$ cat src/rtl/uart_rf_pkg.sv
package uart_rf_pkg;

    localparam int ADDR_W    = 3;
    localparam int DATA_W    = 8;
    localparam int IER_W     = 4;
    localparam int DIV_BYTES = 2;
    localparam int DIV_W     = DIV_BYTES * DATA_W;

    localparam logic [ADDR_W-1:0] OFS_DATA  = 3'd0;
    localparam logic [ADDR_W-1:0] OFS_IER   = 3'd1;
    localparam logic [ADDR_W-1:0] OFS_LINE  = 3'd3;
    localparam logic [ADDR_W-1:0] OFS_MODEM = 3'd4;
    localparam logic [ADDR_W-1:0] OFS_MSTAT = 3'd6;

    localparam int LINE_BANK_BIT  = 7;
    localparam int LINE_BREAK_BIT = 6;

    typedef enum logic [1:0] {
        ACC_IDLE  = 2'd0,
        ACC_WRITE = 2'd1,
        ACC_READ  = 2'd2
    } acc_state_e;

    typedef struct packed {
        logic loop;
        logic irq_gate;
        logic rts;
        logic dtr;
    } modem_ctl_t;

endpackage

$ cat src/rtl/uart_rf_access.sv
module uart_rf_access
    import uart_rf_pkg::*;
(
    input  logic              clk,
    input  logic              rst_n,
    input  logic              wr_en,
    input  logic              rd_en,
    input  logic [ADDR_W-1:0] addr,
    input  logic [DATA_W-1:0] wdata,
    output logic [ADDR_W-1:0] acc_addr,
    output logic [DATA_W-1:0] acc_data,
    output logic              do_wr,
    output logic              do_rd
);

    acc_state_e state_q, state_d;

    always_ff @(posedge clk or negedge rst_n) begin
        if (!rst_n) begin
            state_q <= ACC_IDLE;
        end else begin
            state_q <= state_d;
        end
    end

    always_ff @(posedge clk or negedge rst_n) begin
        if (!rst_n) begin
            acc_addr <= '0;
            acc_data <= '0;
        end else if (state_q == ACC_IDLE && (wr_en || rd_en)) begin
            acc_addr <= addr;
            acc_data <= wdata;
        end
    end

    always_comb begin
        state_d = state_q;
        unique case (state_q)
            ACC_IDLE: begin
                if (wr_en) begin
                    state_d = ACC_WRITE;
                end else if (rd_en) begin
                    state_d = ACC_READ;
                end
            end
            ACC_WRITE: state_d = ACC_IDLE;
            ACC_READ:  state_d = ACC_IDLE;
            default:   state_d = ACC_IDLE;
        endcase
    end

    always_comb begin
        do_wr = 1'b0;
        do_rd = 1'b0;
        unique case (state_q)
            ACC_IDLE:  ;
            ACC_WRITE: do_wr = 1'b1;
            ACC_READ:  do_rd = 1'b1;
            default:   ;
        endcase
    end

endmodule

$ cat src/rtl/uart_rf_regs.sv
module uart_rf_regs
    import uart_rf_pkg::*;
(
    input  logic              clk,
    input  logic              rst_n,
    input  logic              do_wr,
    input  logic              do_rd,
    input  logic [ADDR_W-1:0] acc_addr,
    input  logic [DATA_W-1:0] acc_data,
    input  logic [DATA_W-1:0] rx_data,
    input  logic              cts_eff,
    input  logic              dsr_eff,
    output logic [DATA_W-1:0] rdata,
    output logic              rx_pop,
    output logic              tx_load,
    output logic [DATA_W-1:0] tx_data,
    output logic [DATA_W-1:0] line_fmt,
    output logic [DIV_W-1:0]  divisor,
    output logic [IER_W-1:0]  ier,
    output modem_ctl_t        mctl
);

    logic                     bank_div;
    logic [DATA_W-1:0]        div_byte [DIV_BYTES];
    logic [DATA_W-1:0]        rd_mux;

    assign bank_div = line_fmt[LINE_BANK_BIT];
    assign tx_data  = acc_data;
    assign tx_load  = do_wr && !bank_div && (acc_addr == OFS_DATA);
    assign rx_pop   = do_rd && !bank_div && (acc_addr == OFS_DATA);

    for (genvar b = 0; b < DIV_BYTES; b++) begin : g_div
        always_ff @(posedge clk or negedge rst_n) begin
            if (!rst_n) begin
                div_byte[b] <= '0;
            end else if (do_wr && bank_div && acc_addr == ADDR_W'(b)) begin
                div_byte[b] <= acc_data;
            end
        end
        assign divisor[b*DATA_W +: DATA_W] = div_byte[b];
    end

    always_ff @(posedge clk or negedge rst_n) begin
        if (!rst_n) begin
            line_fmt <= '0;
            ier      <= '0;
            mctl     <= '0;
        end else if (do_wr) begin
            unique case (acc_addr)
                OFS_IER: begin
                    if (!bank_div) begin
                        ier <= acc_data[IER_W-1:0];
                    end
                end
                OFS_LINE: line_fmt <= acc_data;
                OFS_MODEM: begin
                    mctl.loop     <= acc_data[4];
                    mctl.irq_gate <= acc_data[3];
                    mctl.rts      <= acc_data[1];
                    mctl.dtr      <= acc_data[0];
                end
                default: ;
            endcase
        end
    end

    always_comb begin
        rd_mux = '0;
        unique case (acc_addr)
            OFS_DATA:  rd_mux = bank_div ? div_byte[0] : rx_data;
            OFS_IER:   rd_mux = bank_div ? div_byte[1]
                                         : {{(DATA_W-IER_W){1'b0}}, ier};
            OFS_LINE:  rd_mux = line_fmt;
            OFS_MODEM: rd_mux = {3'b000, mctl.loop, mctl.irq_gate, 1'b0,
                                 mctl.rts, mctl.dtr};
            OFS_MSTAT: rd_mux = {2'b00, dsr_eff, cts_eff, 4'b0000};
            default:   rd_mux = '0;
        endcase
    end

    always_ff @(posedge clk or negedge rst_n) begin
        if (!rst_n) begin
            rdata <= '0;
        end else if (do_rd) begin
            rdata <= rd_mux;
        end
    end

endmodule

$ cat src/rtl/uart_rf_loop.sv
module uart_rf_loop
    import uart_rf_pkg::*;
(
    input  modem_ctl_t mctl,
    input  logic       brk,
    input  logic       tx_serial,
    input  logic       ser_in,
    input  logic       cts_n,
    input  logic       dsr_n,
    input  logic       irq_in,
    output logic       ser_out,
    output logic       rx_serial,
    output logic       rts_n,
    output logic       dtr_n,
    output logic       cts_eff,
    output logic       dsr_eff,
    output logic       irq_out
);

    always_comb begin
        if (mctl.loop) begin
            ser_out   = 1'b1;
            rx_serial = tx_serial;
            rts_n     = 1'b1;
            dtr_n     = 1'b1;
            cts_eff   = mctl.rts;
            dsr_eff   = mctl.dtr;
        end else begin
            ser_out   = brk ? 1'b0 : tx_serial;
            rx_serial = ser_in;
            rts_n     = !mctl.rts;
            dtr_n     = !mctl.dtr;
            cts_eff   = !cts_n;
            dsr_eff   = !dsr_n;
        end
    end

    assign irq_out = irq_in && mctl.irq_gate;

endmodule

$ cat src/rtl/uart_regfront.sv
module uart_regfront
    import uart_rf_pkg::*;
(
    input  logic              clk,
    input  logic              rst_n,
    input  logic [ADDR_W-1:0] addr,
    input  logic              wr_en,
    input  logic              rd_en,
    input  logic [DATA_W-1:0] wdata,
    output logic [DATA_W-1:0] rdata,
    input  logic [DATA_W-1:0] rx_data,
    output logic              rx_pop,
    output logic [DATA_W-1:0] tx_data,
    output logic              tx_load,
    output logic [DATA_W-1:0] line_fmt,
    output logic [DIV_W-1:0]  divisor,
    output logic [IER_W-1:0]  ier,
    input  logic              tx_serial,
    output logic              rx_serial,
    output logic              ser_out,
    input  logic              ser_in,
    output logic              rts_n,
    output logic              dtr_n,
    input  logic              cts_n,
    input  logic              dsr_n,
    input  logic              irq_in,
    output logic              irq_out
);

    logic [ADDR_W-1:0] acc_addr;
    logic [DATA_W-1:0] acc_data;
    logic              do_wr;
    logic              do_rd;
    logic              cts_eff;
    logic              dsr_eff;
    modem_ctl_t        mctl;

    uart_rf_access u_access (
        .clk      (clk),
        .rst_n    (rst_n),
        .wr_en    (wr_en),
        .rd_en    (rd_en),
        .addr     (addr),
        .wdata    (wdata),
        .acc_addr (acc_addr),
        .acc_data (acc_data),
        .do_wr    (do_wr),
        .do_rd    (do_rd)
    );

    uart_rf_regs u_regs (
        .clk      (clk),
        .rst_n    (rst_n),
        .do_wr    (do_wr),
        .do_rd    (do_rd),
        .acc_addr (acc_addr),
        .acc_data (acc_data),
        .rx_data  (rx_data),
        .cts_eff  (cts_eff),
        .dsr_eff  (dsr_eff),
        .rdata    (rdata),
        .rx_pop   (rx_pop),
        .tx_load  (tx_load),
        .tx_data  (tx_data),
        .line_fmt (line_fmt),
        .divisor  (divisor),
        .ier      (ier),
        .mctl     (mctl)
    );

    uart_rf_loop u_loop (
        .mctl      (mctl),
        .brk       (line_fmt[LINE_BREAK_BIT]),
        .tx_serial (tx_serial),
        .ser_in    (ser_in),
        .cts_n     (cts_n),
        .dsr_n     (dsr_n),
        .irq_in    (irq_in),
        .ser_out   (ser_out),
        .rx_serial (rx_serial),
        .rts_n     (rts_n),
        .dtr_n     (dtr_n),
        .cts_eff   (cts_eff),
        .dsr_eff   (dsr_eff),
        .irq_out   (irq_out)
    );

endmodule

$ cat config.mk
export PLATFORM = sky130hd
export DESIGN_NAME = uart_regfront
export DESIGN_NICKNAME = d
export VERILOG_FILES = /design/src/rtl/uart_rf_pkg.sv /design/src/rtl/uart_rf_access.sv /design/src/rtl/uart_rf_regs.sv /design/src/rtl/uart_rf_loop.sv /design/src/rtl/uart_regfront.sv
export SDC_FILE = /design/constraint.sdc
export NUM_CORES = 1
export LEC_CHECK = 0
export BUFFER_PORTS_ARGS = -buffer_cell sky130_fd_sc_hd__buf_2
export CAP_MARGIN = 10
export CORE_ASPECT_RATIO = 1.4
export CORE_MARGIN = 2
export CORE_UTILIZATION = 30
export DETAILED_ROUTE_END_ITERATION = 10
export GPL_TIMING_DRIVEN = 1
export SETUP_SLACK_MARGIN = 0.3
export SLEW_MARGIN = 20
export SYNTH_ARGS = -nofsm -noshare
export SYNTH_HDL_FRONTEND = slang
export SYNTH_HIERARCHICAL = 1
export SYNTH_SLANG_ARGS = --single-unit
$ cat constraint.sdc
create_clock -name clk -period 4.7 [get_ports clk]
set_clock_uncertainty 0.15 [all_clocks]
set_input_delay 0.94 -clock clk [delete_from_list [all_inputs] [get_ports clk]]
set_output_delay 0.94 -clock clk [all_outputs]
set_load 0.05 [all_outputs]
# Word level (Yosys, flattened, before mapping)
# Cells that the tools add are included.
# op_classes
muxes,15
bitwise,1
reduce_logical,20
eq_ne,7
# op_table
cell,count
one-hot mux 8 bit (5 select lines),1
two-way mux 8 bit,2
logical AND 1 bit,9
two-way mux 1 bit,9
"equality test 3 bit, second input constant",2
two-way mux 2 bit,3
zero test 1 bit,5
AND reduction 2 bit,2
"equality test 3 x 1 -> 1 bit, second input constant",1
"equality test 3 x 2 -> 1 bit, second input constant",1
zero test 3 bit,1
"!= test 3 bit, second input constant",1
AND reduction 3 bit,1
"equality test 2 x 1 -> 1 bit, second input constant",1
"equality test 2 bit, second input constant",1
zero test 2 bit,1
logical OR 1 bit,1
NOT 1 bit,1
# word_totals
inputBits,28
regBits,53
output_inout_bits,51

# Logic depth before layout (Yosys ltp)
# Gate-level depths: netlist of run 1.
# logic_depth
depth_word,4
mapped_depth,6
mapped_depth_nobuf,6

# By module
# Netlist of run 1, hierarchy kept.
# modules_own_cells
module,instances,area_each_um2,cells_each
uart_rf_regs,1,1963.1,158
uart_rf_access,1,504.2,31
uart_rf_loop,1,68.8,10

# Worst setup path before layout of run 1
# No wires, ideal clock.
# synth_path
path_kind,reg2out
from,reg u_regs.line_fmt[7]
to,out rx_pop
slack_ns,1.461
stages_incl_launch_ff,4
t_required_ns,3.610
path_buffers,2
t_arrival_ns,2.149
cell_sequence,dfrtp_1 buf_4 buf_4 nor3b_1
# synth_between
elab_chain_len,3
# synth_rtl
element,line,text
"start, declared",uart_rf_regs.sv:17,"output logic [DATA_W-1:0] line_fmt,"
"start signal, assigned",uart_rf_regs.sv:55,OFS_LINE: line_fmt <= acc_data;
zero test 1 bit,uart_rf_regs.sv:30,assign rx_pop = do_rd && !bank_div && (acc_addr == OFS_DATA);
logical AND 1 bit (2 in a row),uart_rf_regs.sv:30,
"end, declared",uart_regfront.sv:12,"output logic rx_pop,"
# Every way passes these cells.

# Worst setup path in the final report of run 1
# layout_path
from,reg u_access.acc_addr[1]
to,out tx_load
# layout_between
elab_chain_len,2
# layout_rtl
element,line,text
"start, declared",uart_rf_access.sv:10,"output logic [ADDR_W-1:0] acc_addr,"
"start signal, assigned",uart_rf_access.sv:31,acc_addr <= addr;
zero test 3 bit,uart_rf_regs.sv:29,assign tx_load = do_wr && !bank_div && (acc_addr == OFS_DATA);
logical AND 1 bit,uart_rf_regs.sv:29,
"end, declared",uart_regfront.sv:14,"output logic tx_load,"
# Every way passes these cells.

==> results of run 1 <==
-- state kept, by name, indices dropped and copies added, names as in the netlist --
register and cells:
u_access/acc_addr 3, u_access/acc_data 8, u_access/state_q 2, u_regs/divisor 16, u_regs/ier 4, u_regs/line_fmt 8, u_regs/mctl 4, u_regs/rdata 8
-- per-layer routing --
layer	up-vias	wire length, um	share of wire (%)	track usage [%]
li1	852	-	-	-
met1	901	2620	41	17.5
met2	44	3350	53	24.5
met3	7	264	4.2	1.99
met4	0	106	1.7	5.22
met5	-	0	0	0
-- path summary, 6_finish.rpt --
kind,endpoint,slack (ns),cells past startpoint,start
max,tx_load,1.52,3,u_access/acc_addr[1]$_DFFE_PN0P_
min in group clk,u_regs/divisor[10]$_DFFE_PN0P_,0.37,1,u_regs/divisor[10]$_DFFE_PN0P_
min,u_regs/ier[3]$_DFFE_PN0P_,0.34,1,rst_n
min reg2reg,u_regs/divisor[10]$_DFFE_PN0P_,0.37,1,u_regs/divisor[10]$_DFFE_PN0P_
max in group asynchronous,u_regs/rdata[4]$_DFFE_PN0P_,3.23,2,rst_n
max reg2reg,u_regs/divisor[8]$_DFFE_PN0P_,2.48,2,u_regs/line_fmt[7]$_DFFE_PN0P_
-- stage by stage --
step / util, % / hold slack (ns) / total power [mW] / worst slack, ns / area (um2)
2_1_floorplan: - / 0.327 / 1.75 / 1.46 / 2540
3_3_place_gp: 35.9 / 0.342 / 2.03 / 1.87 / 2940
3_5_place_dp: 35.9 / 0.354 / 2.04 / 1.87 / 2940
4_1_cts: 37.8 / 0.345 / 2.42 / 1.54 / 3100
5_1_grt: 37.8 / 0.348 / 2.51 / 1.45 / 3100
6_report: 37.8 / 0.341 / 2.40 / 1.52 / 3100
-- layout make-up --
type | instances | area [um2] | area share (%)
Sequential cell | 53 | 1330 | 42.8
Clock buffer | 7 | 153 | 4.92
Timing Repair Buffer | 79 | 398 | 12.8
Tap cell | 102 | 128 | 4.12
Inverter | 10 | 37.5 | 1.21
Clock inverter | 1 | 5.00 | 0.161
Multi-Input combinational cell | 120 | 1050 | 34.0
-- cells in the mapped netlist, drive strengths merged --
master	number
a221oi	3
and2b	1
clkbuf	1
nor3b	3
mux2i	11
o2bb2ai	1
nand2b	5
nor2	6
a22o	2
nor4b	1
or3	1
and3	1
and2	1
o221ai	1
and3b	1
nand3	3
buf	15
inv	10
mux2	47
a21o	1
dfrtp	53
nand2	6
a21oi	3
o22ai	9
o21ai	2
nor3	2
nor2b	4
a22oi	1
o22a	2
o32ai	2
-- logic make-up (layout without fill, tap and decap cells) --
logic type             count (synthesis)  in the layout
muxes                                 58             58
buffers and inverters                 26             97
AOI/OAI and AO/OA                     27             27
and+or+nand+nor                       35             35
DFF                                   53             53
-- power by group through the flow --
stage	clock network (mW)	logic, mW	registers (mW)
3_5_place_dp	0	1.20	0.846
4_1_cts	0.390	1.20	0.836
3_3_place_gp	0	1.19	0.836
6_report	0.381	1.19	0.833
2_1_floorplan	0	0.489	1.26
5_1_grt	0.405	1.24	0.871
==> run_results.csv, run 1 <==
group,metric,value,unit
layout,antenna_cells,0,
job,timing.max_cap.violations,0,
setup_path,max_stage_delay,0.57,ns
power_and_ir_drop,p_leak,1.51,nW
synth,synth_compound_area_share,7.89,%
synth,synth_seq_area_share,52.3,%
timing,setup_tns,0,ns
setup_path,worstPathRequired,3.61,ns
grt,grt_pass1_vias,1842,
synth,yosys_warnings,6,
grt,overflow,0,
clock_tree,root_buffer,"clkbuf_16",
synth,synth_top_cell_by_area,"dfrtp_1",
layout,final_common_cell,"buf_2",
detailed_routing,routed_via_density,4.85,
setup_path,crit_chain,"or3_1 -> nor3b_1 -> buf_2",
detailed_routing,wire_per_inst,17.0,um
layout,num-nets-final,297,
clock_tree,clk_pin_slew,0.07,ns
placement,place_inst,364,
grt,antenna_found_initial,0,
placement,portBuffers,78,
synth,syn_inst,199,
layout,drive_gt1_share,47.4,%
placement,dp_hpwl,4.71,mm
detailed_routing,dr.pass1.iters,4,
timing,hold_viol_final,0,
synth,syn_area,2540,um2
detailed_routing,drtIter0Drc,79,
power_and_ir_drop,seqPwrFrac,34.7,%
clock_tree,clk_latency,0.29,ns
setup_path,critPathKind,"flip-flop to output port",
power_and_ir_drop,p_per_area,774,nW/um2
die,rows,39,
die,fp.dieW,81.7,um
power_and_ir_drop,ir_drop,0.257,mV
setup_path,path_buf_inv,1,
setup_path,startpoint_type,"flip-flop",
clock_tree,post_cts_buffers,0,
detailed_routing,vias,1804,
timing,max_slew_margin,32.0,%
grt,grt_usage,14.1,%
synth,synth_cell_types,37,
clock_tree,cts.sinks,53,
timing,clock.fmax,0.315,GHz
run_status,status,"finished, final reports clean",
timing,fin_crit_sh,67.6,%
layout,layout.cells.non_filler,372,
power_and_ir_drop,p_int,1.21,mW
synth,synth-simple-area-share,8.29,%
synth,synth.avg_cell_area,12.7,um2
power_and_ir_drop,clockPowerShare,15.9,%
detailed_routing,ant_nets,0,
clock_tree,cts_max_path_buffers,2,
die,core-area,8200,um2
timing,tightestPinTransition,1.02,ns
timing,rsz0062_at_grt,"no",
synth,synth-seq-cells,53,
grt,grt_max_degree,46,
synth,synth_top_family_by_area,"multiplexers",
clock_tree,ctsHoldBuffers,0,
layout,layout_common_cells,"78 x buf_2, 53 x dfrtp_1, 34 x mux2_2",
power_and_ir_drop,switching_power,1.19,mW
detailed_routing,drc_errors,0,
power_and_ir_drop,p_comb_share,49.4,%
detailed_routing,wl,6.34,mm
synth,syn_nets,227,
clock_tree,cts_buffers,5,
clock_tree,cts_tree,"built",
timing,setup_violations,0,
die,ios,79,
clock_tree,cts_resized,0,
worst_hold_path,hp-class,"primary input to async pin",
synth,synthAdderAreaFrac,0,%
setup_path,crit_path_top_delay_cell,"or3_1",
setup_path,cpLargestDelayFamily,"simple AND/OR/NAND/NOR gates",
die,die_h,113,um
clock_tree,h-tree-depth,2,
timing,drv_slew,0,
synth,ys_top_cells_by_area,"dfrtp_1 52%, mux2_2 15%, mux2_1 5.3%, mux2i_1 4.3%, buf_4 3.3%",
layout,syn2layout_area_growth,22.2,%
synth,yosys.area_share.xor_xnor,0,%
setup_path,arrival,2.09,ns
die,die-area,9220,um2
placement,globalplace.congestion,0.765,
layout,fill_cells,867,
grt,grt_pass1_wl,9.77,mm
timing,layout_min_cycle_time,3.18,ns
setup_path,cp-end-kind,"output port",
power_and_ir_drop,p_sw_share,49.6,%
setup_path,critPathMaxFanout,17,
die,start_util,30.9,%
synth,synth_mux_area_share,25.4,%
synth,yosysTopAreaCellShare,52.3,%
Note: power is estimated with default switching activity, not from simulation.
==> inputs of run 2 (changes only) <==
ABC_AREA = 1   (was not set)
clock period = 3.2 ns   (was 4.7 ns; I/O delays follow)
==> run_results.csv, run 2 <==
group,metric,value,unit
run_status,status,"finished, final reports clean",
placement,pre_cts_slack,0.870,ns
detailed_routing,dr.pass1.iters,4,
die,die-area,9770,um2
job,timing.max_cap.violations,0,
synth,yosysTopAreaCellShare,49.2,%
detailed_routing,ant_nets,0,
grt,grt_max_degree,54,
timing,rsz0062_at_grt,"no",
clock_tree,root_buffer,"clkbuf_16",
timing,max_slew_margin,55.9,%
grt,grt_pass1_vias,2360,
layout,antenna_cells,0,
clock_tree,cts_tree,"built",
timing,fin_ws,0.568,ns
clock_tree,clk_latency,0.29,ns
clock_tree,cts_resized,0,
detailed_routing,drc_errors,0,
synth,synth_seq_area_share,49.2,%
placement,portBuffers,78,
setup_path,worstSetupStartpoint,"u_access/state_q[1]$_DFFE_PN0P_",
grt,overflow,0,
setup_path,critPathKind,"flip-flop to output port",
grt,grt_pass1_wl,11.6,mm
synth,synth_top_cell_by_area,"dfrtp_1",
layout,num-nets-final,436,
setup_path,startpoint_type,"flip-flop",
power_and_ir_drop,p_per_area,1060,nW/um2
die,core-area,8660,um2
die,rows,40,
setup_path,critPathMaxFanout,9,
clock_tree,clk_pin_slew,0.07,ns
synth,yosys_warnings,6,
layout,layout.cells.non_filler,514,
timing,layout_min_cycle_time,2.63,ns
synth,synth-seq-cells,53,
grt,antenna_found_initial,0,
setup_path,crit_chain,"inv_1 -> nor2_1 -> buf_4 -> clkinv_1 -> nor3_1 -> buf_2",
setup_path,max_stage_delay,0.44,ns
synth,yosys-top-cells-count,"142 x nand2_1, 53 x dfrtp_1, 26 x inv_1",
timing,hold_viol_final,0,
synth,synth_cell_types,25,
placement,dp_hpwl,5.47,mm
clock_tree,ctsHoldBuffers,0,
synth,synth-edff-count,0,
clock_tree,h-tree-depth,2,
synth,synth.avg_cell_area,7.95,um2
clock_tree,cts_buffers,5,
placement,place_inst,506,
setup_path,reg2reg_to,"u_regs/divisor[8]$_DFFE_PN0P_",
setup_path,crit_path_top_delay_cell,"dfrtp_1",
timing,setup_tns,0,ns
detailed_routing,routed_via_density,4.50,
setup_path,arrival,1.84,ns
die,fp.dieW,84.1,um
layout,syn2layout_area_growth,20.5,%
layout,fill_cells,916,
clock_tree,cts_max_path_buffers,2,
layout,drive_gt1_share,29.6,%
timing,setup_violations,0,
synth,syn_inst,339,
timing,tightestPinTransition,0.662,ns
die,ios,79,
setup_path,cp-end-kind,"output port",
clock_tree,cts.sinks,53,
synth,async_reset_ff_share,100,%
timing,drv_slew,0,
detailed_routing,wire_per_inst,13.4,um
timing,clock.fmax,0.380,GHz
timing,fin_crit_sh,82.3,%
detailed_routing,wl,6.90,mm
synth,ys.flop_type,"dfrtp_1",
grt,grt_usage,15.1,%
power_and_ir_drop,p_leak,1.84,nW
setup_path,reg2reg_depth,7,
setup_path,r2r_setup_slack,1.48,ns
worst_hold_path,hp-class,"primary input to async pin",
setup_path,worstPathRequired,2.41,ns
die,start_util,31.1,%
detailed_routing,drtIter0Drc,158,
clock_tree,post_cts_buffers,0,
layout,largest_reg_flops,16,
synth,ys_top_cells_by_area,"dfrtp_1 49%, nand2_1 20%, o21ai_2 4.2%, nand3_1 3.7%, inv_1 3.6%",
layout,layout_common_cells,"142 x nand2_1, 78 x buf_2, 53 x dfrtp_1",
die,die_h,116,um
placement,globalplace.congestion,0.847,
setup_path,r2r_start,"u_access/state_q[0]$_DFFE_PN0P_",
power_and_ir_drop,ir_drop,0.440,mV
synth,syn_nets,367,
synth,syn_area,2700,um2
synth,yosys.cell_count.top_type,"nand2_1",
layout,final_common_cell,"nand2_1",
detailed_routing,vias,2313,
==> run 2: cell count changes after synthesis, moves of 12 or more <==
cell and change:
mux2_1 -12, inv_1 +16, nand3_1 +18, o21ai_2 +13, o21ai_0 +14, mux2_2 -34
nand2_1 +137
==> run 2: power by group <==
group,total (mW),switching [mW],internal (mW)
logic,1.74,1.34,0.394
clock network,0.560,0.244,0.316
registers,1.14,0.225,0.911
==> run 2: through the flow <==
step	hold WS [ns]	util [%]	area (um2)	power (mW)
finish	0.299	37.5	3250	3.43
global placement	0.323	35.7	3090	2.89
global route	0.356	37.5	3250	3.66
CTS	0.336	37.5	3250	3.47
detailed placement	0.325	35.7	3090	2.90
floorplan	0.194	-	2700	2.49
==> run 2: layer usage <==
layer  GRT usage, %  wire [um]  up-vias  part of all wire (%)
met4           6.34        176        0                   2.6
met3           3.25        325       13                   4.7
met5              0          0        -                     0
met1           17.9       2880     1040                    42
met2           26.5       3510       63                    51
li1               -          -     1197                     -
==> run 2: logic make-up after synthesis <==
logic type	after synthesis	synth area share (%)
flops	53	49.2
buf+inv	51	10.2
compound gates	42	9.70
simple gates	193	31.0
==> run 2: critical path, delay by kind of cell (launching register included) <==
kind	cells	cell delay, ns
flops	1	0.44
buf+inv	4	0.75
simple gates	2	0.35
==> run 2: worst max path at each step <==
stage | to | slack (ns) | cells past startpoint
5_1_grt | rx_pop | 0.35 | 6
3_3_place_gp | rx_pop | 0.94 | 6
4_1_cts | rx_pop | 0.53 | 6
2_1_floorplan | rx_pop | 0.30 | 5
3_5_place_dp | rx_pop | 0.87 | 6
6_report | rx_pop | 0.57 | 6
==> run 2: layout make-up <==
class	count	area, um2	area share (%)
Clock inverter	2	17.5	0.539
Timing Repair Buffer	81	413	12.7
Sequential cell	53	1330	40.8
Tap cell	105	131	4.04
Multi-Input combinational cell	235	1100	33.7
Inverter	32	126	3.89
Clock buffer	6	139	4.27
==> inputs of run 3 (changes only) <==
clock period = 2.2 ns   (was 3.2 ns; I/O delays follow)
==> run_results.csv, run 3 (synthesis gave the netlist of run 2 again) <==
group,metric,value,unit
die,start_util,31.1,%
placement,globalplace.congestion,0.831,
setup_path,critPathKind,"flip-flop to output port",
timing,drv_slew,0,
layout,layout.cells.non_filler,526,
clock_tree,clk_latency,0.29,ns
layout,syn2layout_area_growth,27.0,%
clock_tree,root_buffer,"clkbuf_16",
die,core-area,8660,um2
layout,final_common_cell,"nand2_1",
layout,drive_gt1_share,33.5,%
detailed_routing,wire_per_inst,14.7,um
detailed_routing,drc_errors,0,
timing,hold_viol_final,0,
timing,setup_tns,0,ns
placement,pre_cts_slack,0.383,ns
placement,portBuffers,78,
timing,layout_min_cycle_time,1.87,ns
clock_tree,h-tree-depth,2,
clock_tree,cts_max_path_buffers,2,
placement,place_inst,511,
power_and_ir_drop,p_per_area,1550,nW/um2
setup_path,critPathMaxFanout,5,
die,die_h,116,um
power_and_ir_drop,ir_drop,0.657,mV
detailed_routing,wl,7.76,mm
die,die-area,9770,um2
grt,grt_pass1_wl,12.8,mm
setup_path,cp-end-kind,"output port",
grt,overflow,0,
clock_tree,cts_buffers,5,
grt,grt_max_degree,34,
timing,whs,0.0829,ns
layout,fin_util,39.5,%
setup_path,startpoint_type,"flip-flop",
timing,fin_crit_sh,84.8,%
timing,clock.fmax,0.536,GHz
placement,place_area,3150,um2
layout,num-nets-final,448,
power_and_ir_drop,p_total,5.31,mW
layout,design_area,3420,um2
layout,layout_common_cells,"142 x nand2_1, 75 x buf_2, 50 x dfrtp_1",
timing,fin_ws,0.335,ns
timing,tightestPinTransition,0.792,ns
job,timing.max_cap.violations,0,
die,fp.dieW,84.1,um
grt,grt_pass1_vias,2494,
die,rows,40,
detailed_routing,ant_nets,0,
setup_path,worstPathRequired,1.61,ns
grt,grt_usage,16.8,%
worst_hold_path,hp-class,"primary input to async pin",
detailed_routing,routed_via_density,4.53,
layout,antenna_cells,0,
clock_tree,cts.sinks,53,
placement,dp_hpwl,5.94,mm
grt,antenna_found_initial,0,
run_status,status,"finished, final reports clean",
clock_tree,clk_pin_slew,0.07,ns
detailed_routing,vias,2382,
timing,max_slew_margin,47.2,%
detailed_routing,dr.pass1.iters,4,
die,ios,79,
timing,rsz0062_at_grt,"yes",
clock_tree,cts_tree,"built",
timing,setup_violations,0,
layout,largest_reg_flops,16,
power_and_ir_drop,p_leak,1.92,nW
clock_tree,ctsHoldBuffers,0,
detailed_routing,drtIter0Drc,147,
setup_path,arrival,1.28,ns
==> run 3: worst paths after layout <==
| kind | from | endpoint | slack, ns | cells after the start |
|---|---|---|---|---|
| max in group asynchronous | rst_n | u_regs/line_fmt[3]$_DFFE_PN0P_ | 1.15 | 2 |
| hold / removal | rst_n | u_regs/rdata[2]$_DFFE_PN0P_ | 0.08 | 1 |
| setup reg to reg | u_access/state_q[0]$_DFFE_PN0P_ | u_access/acc_data[5]$_DFFE_PN0P_ | 0.62 | 5 |
| hold reg to reg | u_regs/rdata[0]$_DFFE_PN0P_ | u_regs/rdata[0]$_DFFE_PN0P_ | 0.34 | 2 |
| min in group clk | wdata[4] | u_access/acc_data[4]$_DFFE_PN0P_ | 0.23 | 3 |
| setup / recovery | u_access/acc_addr[1]$_DFFE_PN0P_ | rx_pop | 0.33 | 4 |
==> run 3: report_power, final <==
group	leakage, nW	internal, mW	switching [mW]	total, mW
Combinational	1.14	0.624	2.01	2.63
Sequential	0.686	1.33	0.347	1.68
Clock	0.0938	0.650	0.358	1.01
==> run 3: timing repair <==
action,CTS,global route
pin swaps,3,0
endpoints found under the setup margin,2,3
setup buffers,7,0
gates resized for setup,6,5
==> run 3: critical path, cell delays in order (launching register included) <==
cell and delay [ns]:
dfrtp_1 0.42, nor2_4 0.15, nand2_4 0.11, nor3_4 0.13, buf_6 0.17
==> run 3: layer usage <==
layer / wire length (um) / GRT usage, %
met4: 61 / 3.98
met1: 3240 / 21.0
met5: 0 / 0
met2: 3990 / 30.1
met3: 468 / 3.32
==> run 3: cell type report <==
type / count / area, um2
Multi-Input combinational cell: 235 / 1120
Clock inverter: 3 / 65.1
Timing Repair Buffer: 93 / 518
Sequential cell: 53 / 1330
Clock buffer: 5 / 125
Inverter: 32 / 129
Tap cell: 105 / 131
Fill cell: 942 / 5240
